[src/rtl/pcs_pkg.sv]
package pcs_pkg;
    localparam int PCS_ADDR_W = 16;
    localparam int PCS_DATA_W = 8;
    localparam int PCS_LEN_W  = 2;

    typedef enum logic [1:0] {
        FN_IO  = 2'b00,
        FN_RD  = 2'b01,
        FN_WR  = 2'b10,
        FN_ANY = 2'b11
    } pin_fn_e;

    typedef enum logic [1:0] {
        SEL_MLO   = 2'd0,
        SEL_MHI   = 2'd1,
        SEL_CTRL  = 2'd2,
        SEL_LATCH = 2'd3
    } cfg_sel_e;

    // control byte bits [4:0]: inv, len[1:0], fn[1:0]
    typedef struct packed {
        logic                 inv;
        logic [PCS_LEN_W-1:0] len;
        pin_fn_e              fn;
    } pin_ctrl_t;

    localparam int CTRL_W = $bits(pin_ctrl_t);

    typedef struct packed {
        logic rd;
        logic wr;
    } strobe_t;

    function automatic logic strobe_qualify(pin_fn_e fn, strobe_t s);
        case (fn)
            FN_RD:   return s.rd;
            FN_WR:   return s.wr;
            FN_ANY:  return s.rd | s.wr;
            default: return 1'b0;
        endcase
    endfunction
endpackage

[src/rtl/pcs_cfg_regs.sv]
module pcs_cfg_regs
    import pcs_pkg::*;
#(
    parameter int ADDR_W = PCS_ADDR_W,
    parameter int DATA_W = PCS_DATA_W
) (
    input  logic              clk,
    input  logic              rst,
    input  logic              we,
    input  logic [1:0]        sel,
    input  logic [DATA_W-1:0] wdata,
    output logic [ADDR_W-1:0] match_addr,
    output pin_ctrl_t         ctrl,
    output logic              latch
);
    localparam int NBYTES = ADDR_W / DATA_W;

    generate
        for (genvar b = 0; b < NBYTES; b++) begin : g_lane
            always_ff @(posedge clk) begin
                if (rst) begin
                    match_addr[b*DATA_W +: DATA_W] <= '0;
                end else if (we && sel == 2'(b)) begin
                    match_addr[b*DATA_W +: DATA_W] <= wdata;
                end
            end
        end
    endgenerate

    always_ff @(posedge clk) begin
        if (rst) begin
            ctrl  <= '{inv: 1'b0, len: '0, fn: FN_IO};
            latch <= 1'b1;
        end else if (we) begin
            if (sel == SEL_CTRL)  ctrl  <= pin_ctrl_t'(wdata[CTRL_W-1:0]);
            if (sel == SEL_LATCH) latch <= wdata[0];
        end
    end
endmodule

[src/rtl/pcs_addr_cmp.sv]
module pcs_addr_cmp
    import pcs_pkg::*;
#(
    parameter int ADDR_W = PCS_ADDR_W,
    parameter int LEN_W  = PCS_LEN_W
) (
    input  logic [ADDR_W-1:0] addr,
    input  logic [ADDR_W-1:0] match_addr,
    input  logic [LEN_W-1:0]  len,
    output logic              hit
);
    localparam int MAX_SKIP = (1 << LEN_W) - 1;

    logic [ADDR_W-1:0] care;

    generate
        for (genvar i = 0; i < ADDR_W; i++) begin : g_care
            if (i < MAX_SKIP) begin : g_low
                assign care[i] = (int'(len) <= i);
            end else begin : g_high
                assign care[i] = 1'b1;
            end
        end
    endgenerate

    assign hit = ((addr ^ match_addr) & care) == '0;
endmodule

[src/rtl/pcs_out_mux.sv]
module pcs_out_mux
    import pcs_pkg::*;
(
    input  pin_ctrl_t ctrl,
    input  logic      latch,
    input  logic      hit,
    input  strobe_t   strobes,
    output logic      pin_out
);
    logic sel_active;

    always_comb begin
        sel_active = hit & strobe_qualify(ctrl.fn, strobes);
        case (ctrl.fn)
            FN_IO:   pin_out = latch;
            default: pin_out = sel_active ^ ctrl.inv;
        endcase
    end
endmodule

[src/rtl/pin_cs_decoder.sv]
module pin_cs_decoder
    import pcs_pkg::*;
(
    input  logic        clk,
    input  logic        rst,
    input  logic        cfg_we,
    input  logic [1:0]  cfg_sel,
    input  logic [7:0]  cfg_wdata,
    input  logic [15:0] bus_addr,
    input  logic        rd_strobe,
    input  logic        wr_strobe,
    input  logic        pin_in,
    output logic        pin_out,
    output logic        pin_rd
);
    logic [PCS_ADDR_W-1:0] match_addr;
    pin_ctrl_t             ctrl;
    logic                  port_latch;
    logic                  addr_hit;
    strobe_t               strobes;

    assign strobes = '{rd: rd_strobe, wr: wr_strobe};

    pcs_cfg_regs #(.ADDR_W(PCS_ADDR_W), .DATA_W(PCS_DATA_W)) u_regs (
        .clk        (clk),
        .rst        (rst),
        .we         (cfg_we),
        .sel        (cfg_sel),
        .wdata      (cfg_wdata),
        .match_addr (match_addr),
        .ctrl       (ctrl),
        .latch      (port_latch)
    );

    pcs_addr_cmp #(.ADDR_W(PCS_ADDR_W), .LEN_W(PCS_LEN_W)) u_cmp (
        .addr       (bus_addr),
        .match_addr (match_addr),
        .len        (ctrl.len),
        .hit        (addr_hit)
    );

    pcs_out_mux u_mux (
        .ctrl    (ctrl),
        .latch   (port_latch),
        .hit     (addr_hit),
        .strobes (strobes),
        .pin_out (pin_out)
    );

    assign pin_rd = pin_in;
endmodule

[config.mk]
export PLATFORM = sky130hd
export DESIGN_NAME = pin_cs_decoder
export DESIGN_NICKNAME = d
export VERILOG_FILES = /design/src/rtl/pcs_pkg.sv /design/src/rtl/pcs_cfg_regs.sv /design/src/rtl/pcs_addr_cmp.sv /design/src/rtl/pcs_out_mux.sv /design/src/rtl/pin_cs_decoder.sv
export SDC_FILE = /design/constraint.sdc
export NUM_CORES = 1
export LEC_CHECK = 0
export BUFFER_PORTS_ARGS = -buffer_cell sky130_fd_sc_hd__buf_2
export CAP_MARGIN = 20
export CORE_AREA = 10 10 59 61
export CTS_BUF_LIST = sky130_fd_sc_hd__clkbuf_4
export DETAILED_ROUTE_END_ITERATION = 16
export DIE_AREA = 0 0 69 71
export MAX_ROUTING_LAYER = met4
export PLACE_DENSITY = 0.77
export SYNTH_ARGS = -nofsm -noshare
export SYNTH_HDL_FRONTEND = slang
export SYNTH_SLANG_ARGS = --single-unit
[constraint.sdc]
create_clock -name clk -period 2.9 [get_ports clk]
set_input_delay 0.145 -clock clk [delete_from_list [all_inputs] [get_ports clk]]
set_output_delay 0.145 -clock clk [all_outputs]
set_load 0.01 [all_outputs]
# After elaboration in Yosys (flattened, before gate mapping)
# Index checks and enable logic that the tools add are counted.
dict set report totals {
  in_bits 32
  output_inout_bits 2
  regBits 22
  elab_cells 29
}
dict set report op_classes {
  n_reduce_logical 7
  mux 2
  n_eq_ne 6
  n_bitwise 5
  n_lt_le_gt_ge 3
}
# cell n
set op_table {}
lappend op_table {{$and A16 B16 Y16} 1}
lappend op_table {{$logic_not A16 Y1} 1}
lappend op_table {{$xor A16 B16 Y16} 1}
lappend op_table {{$eq A2 B2 Y1 const B} 4}
lappend op_table {{$eq A2 B1 Y1 const B} 2}
lappend op_table {{$le A2 B1 Y1 const B} 2}
lappend op_table {{$logic_not A2 Y1} 2}
lappend op_table {{$reduce_and A2 Y1} 2}
lappend op_table {{$pmux W1 S3} 1}
lappend op_table {{$le A2 B2 Y1 const B} 1}
lappend op_table {{$logic_and A1 B1 Y1} 2}
lappend op_table {{$and A1 B1 Y1} 1}
lappend op_table {{$mux W1} 1}
lappend op_table {{$or A1 B1 Y1} 1}
lappend op_table {{$xor A1 B1 Y1} 1}

# Logic depth before layout (Yosys ltp)
dict set report depth {
  ltp_word 6
  mapped_depth 5
  mapped_depth_nobuf 5
}

# By module
# Synthesis repeated with hierarchy kept, for this count alone.
dict set report hier_totals {
  cells_unflattened 116
  hier_area_um2 1158.6
}
# mod area_per_inst_um2 n_inst cells_each seq_area_each_um2
set modules_own_cells {}
lappend modules_own_cells {pcs_cfg_regs 914.6 1 85 440.4}
lappend modules_own_cells {pcs_addr_cmp 193.9 1 24 0.0}
lappend modules_own_cells {pcs_out_mux 42.5 1 6 0.0}
lappend modules_own_cells {pin_cs_decoder 7.5 1 1 0.0}

# Worst setup path after synthesis
# Ideal clock, no wire load.
dict set report synth_path {
  path_type {register -> output}
  startpoint {register u_regs.match_addr[6]}
  endpoint {output port pin_out}
  path_stages_with_launch 6
  arrival_time_ps 1464
  path_slack_ps 1291
  n_path_buf 0
  required_time_ps 2755
  path_cell_list {dfxtp_1 xor2_1 nor4_2 o2111ai_1 or3b_1 a31oi_1}
}
dict set report synth_via {
  elab_chain_len 6
}
# element line_no
set synth_rtl {}
lappend synth_rtl {{start: declaration} pcs_cfg_regs.sv:12} ;# output logic [ADDR_W-1:0] match_addr,
lappend synth_rtl {{start signal: indexed assignment} pcs_cfg_regs.sv:24} ;# match_addr[b*DATA_W +: DATA_W] <= wdata;
lappend synth_rtl {{$xor A16 B16 Y16} pcs_addr_cmp.sv:26} ;# assign hit = ((addr ^ match_addr) & care) == '0;
lappend synth_rtl {{$and A16 B16 Y16} pcs_addr_cmp.sv:26}
lappend synth_rtl {{$logic_not A16 Y1} pcs_addr_cmp.sv:26}
lappend synth_rtl {{$and A1 B1 Y1} pcs_out_mux.sv:13} ;# sel_active = hit & strobe_qualify(ctrl.fn, strobes);
lappend synth_rtl {{$xor A1 B1 Y1} pcs_out_mux.sv:16} ;# default: pin_out = sel_active ^ ctrl.inv;
lappend synth_rtl {{$mux W1} pcs_out_mux.sv:14} ;# case (ctrl.fn)
lappend synth_rtl {{end: declaration} pin_cs_decoder.sv:13} ;# output logic pin_out,
# No other way between the ends.

# Final worst setup path
# Same ends and word-level chain as after synthesis.

==> metrics.md <==
| Metric | Value |
|---|---|
| Vias in the first global route | 893 |
| Drc violations | 0 |
| Outcome | finished, final reports clean |
| P_sw | 132 uW |
| Placer congestion estimate | 0.830 |
| Startpoint types | flip-flop |
| Data arrival time of the critical path | 1.93 ns |
| IO Port Bufs | 31 |
| CP Class | reg -> out |
| Htree depth | 1 |
| DP HPWL | 1.86 mm |
| Critical path required time | 2.76 ns |
| CTS tree | done |
| Internal power | 405 uW |
| Crit. End Element | primary output |
| Fmax | 483 MHz |
| Drt pass-1 iters | 4 |
| Largest net degree at the start of global routing | 23 |
| Die Width | 69 um |
| Antenna cells | 0 |
| CTS clock-pin slew for the worst setup and hold paths | 0.11 ns |
| Sequential share of power | 0.595 |
| Congestion Overflow GR | 0 |
| Final core occ | 0.515 |
| Area Growth Syn to Fin | 19.2% |
| Vias per inst | 4.96 |
| PnR Total Power | 537 uW |
| Layout cells sized above 1 | 0.276 |
| Die Area | 4900 um2 |
| I/O pin cnt | 34 |
| Avg Cell Area, Syn | 9.93 um2 |
| Final Worst Setup Slack | 0.828 ns |
| Num rows | 18 |
| Final worst path period share | 0.714 |
| Initial antenna violation count | 0 |
| # setup viols final | 0 |
| Synthesized cell area | 1030 um2 |
| Initial Utilization | 0.432 |
| Max Slew Vio Count | 0 |
| Final Skew | 0 ns |
| Worst Tran Pin Value | 0.569 ns |
| Root buffer cell | clkbuf_4 |
| # fillers | 227 |
| Sw frac | 0.246 |
| Worst slew margin relative to its limit | 0.620 |
| Clk buf depth | 2 |
| Setup bufs post-CTS | 0 |
| Leakage | 0.000571 uW |
| Cts hold-fix bufs | 0 |
| Aggregate routed wire length | 2.29 mm |
| Min cycle time layout | 2.07 ns |
| Worst skew pair latency | 0.30 ns |
| Total CTS buffers | 3 |
| Clock power frac | 0.250 |
| Synth Warn # | 0 |
| Setup TNS | 0 ns |
| Power per Cell Area | 436 nW/um2 |
| VDD IR max | 0.367 mV |
| Logic pwr share | 0.155 |
| PostCTS Resize Cnt | 0 |
| Sequential area share after synthesis | 0.427 |
| Max FO, Critical Path | 2 |
| Chip height | 71 um |
| Syn Inst Count | 104 |
| Synthesized flop and latch total | 22 |
| Routed via count | 814 |
| Core ar. | 2390 um2 |
| Hold/Removal Path Class | in -> reg |
| Footprint of the multi-input gates | 567 um2 |
| Initial DRC Count | 19 |
| Worst slack at placement | 1.15 ns |
| Post-Syn Nets | 136 |
| Total Nets Final | 168 |
| Sequential cell area | 440 um2 |
| Yosys cell types | 23 |
| First-pass GRT wire length | 3.82 mm |
| Max Cap Violations | 0 |
| ANT nets after route | 0 |
| Clock sink count | 22 |
| GRT Overall Usage | 0.0948 |
| RSZ-0062 raised after global routing | false |
| Routed wire length per instance | 14.0 um |
| Final hold violation count | 0 |
[cells by family after synthesis]
group	share of synthesized area
xor gates and xnor gates	0.136
muxes	0.213
AOI/OAI and AO/OA	0.0436
buffers and inverters	0.0242
DFF	0.427
and+or+nand+nor	0.156
[final cells by class]
class,count,share of cell area
Timing Repair Buffer,32,0.132
Sequential cell,22,0.358
Clock buffer,3,0.0183
Multi-Input combinational cell,77,0.461
Tap cell,30,0.0305
[path summary, 6_finish.rpt]
check | start | end | slack (ns) | depth (start not counted)
setup / recovery | u_regs.match_addr[6] | pin_out | 0.83 | 6
hold / removal | cfg_wdata[5] | u_regs.match_addr[13] | 0.08 | 3
setup reg to reg | u_regs.ctrl[0] | u_regs.ctrl[0] | 2.25 | 2
hold reg to reg | u_regs.latch | u_regs.latch | 0.51 | 2
[per-stage QoR]
step	cells	area, um2	hold WS (ns)
3_5_place_dp	161	1210	0.290
4_1_cts	164	1230	0.0777
6_report	164	1230	0.0837
3_3_place_gp	161	1210	0.290
5_1_grt	164	1230	0.0731
2_1_floorplan	104	1030	0.217
[sequential cells by signal (all words and copies together), names as in the netlist]
| name | cells |
|---|---|
| u_regs.latch | 1 |
| u_regs.ctrl | 5 |
| u_regs.match_addr | 16 |
[metal layers]
metal	track usage	share of wire	vias to the layer above
met2	0.157	0.48	22
met1	0.105	0.46	370
li1	-	-	418
met5	-	0	-
met4	0.0403	0.018	0
met3	0.0265	0.044	4
[power groups by stage]
stage | sequential (uW) | clock (uW) | combinational (uW)
after floorplan | 325 | 0 | 50.6
after global placement | 326 | 0 | 82.1
after detailed placement | 327 | 0 | 84.0
after CTS | 320 | 138 | 84.5
after global routing | 321 | 151 | 92.1
final | 319 | 134 | 83.4
[Yosys cell counts, drive strengths merged]
cell,instances,area share
nand3b,2,0.015
nand3,1,0.0048
nor3b,1,0.0073
dfxtp,22,0.43
nand4,2,0.012
o2111ai,1,0.0085
clkbuf,2,0.0073
o21a,1,0.0073
nor2,22,0.080
a21oi,1,0.0048
o41ai,1,0.0085
or3b,1,0.0085
nor3,1,0.0048
a22o,1,0.0085
buf,3,0.017
or2,1,0.0061
xor2,4,0.034
xnor2,12,0.10
mux2i,22,0.21
nand2b,1,0.0061
nor4,1,0.012
a31oi,1,0.0061
[placed cells by master, fill, tap and decap left out, drive strengths merged]
cell     count
buf         32
nor2        22
mux2i       22
dfxtp       22
xnor2       12
xor2         4
clkbuf       3
nand4        2
nand3b       2
or2          1
o21a         1
nor4         1
o2111ai      1
a22o         1
a21oi        1
o41ai        1
nor3         1
or3b         1
a31oi        1
nor3b        1
nand3        1
nand2b       1
[worst max-delay path, cell delays in order, from the launching register on]
cell and delay, ns:
dfxtp_1 0.34, xor2_1 0.16, nor4_2 0.28, o2111ai_1 0.17
or3b_1 0.37, a31oi_1 0.16, buf_2 0.15
No activity file was read; power rests on OpenSTA's default activity.
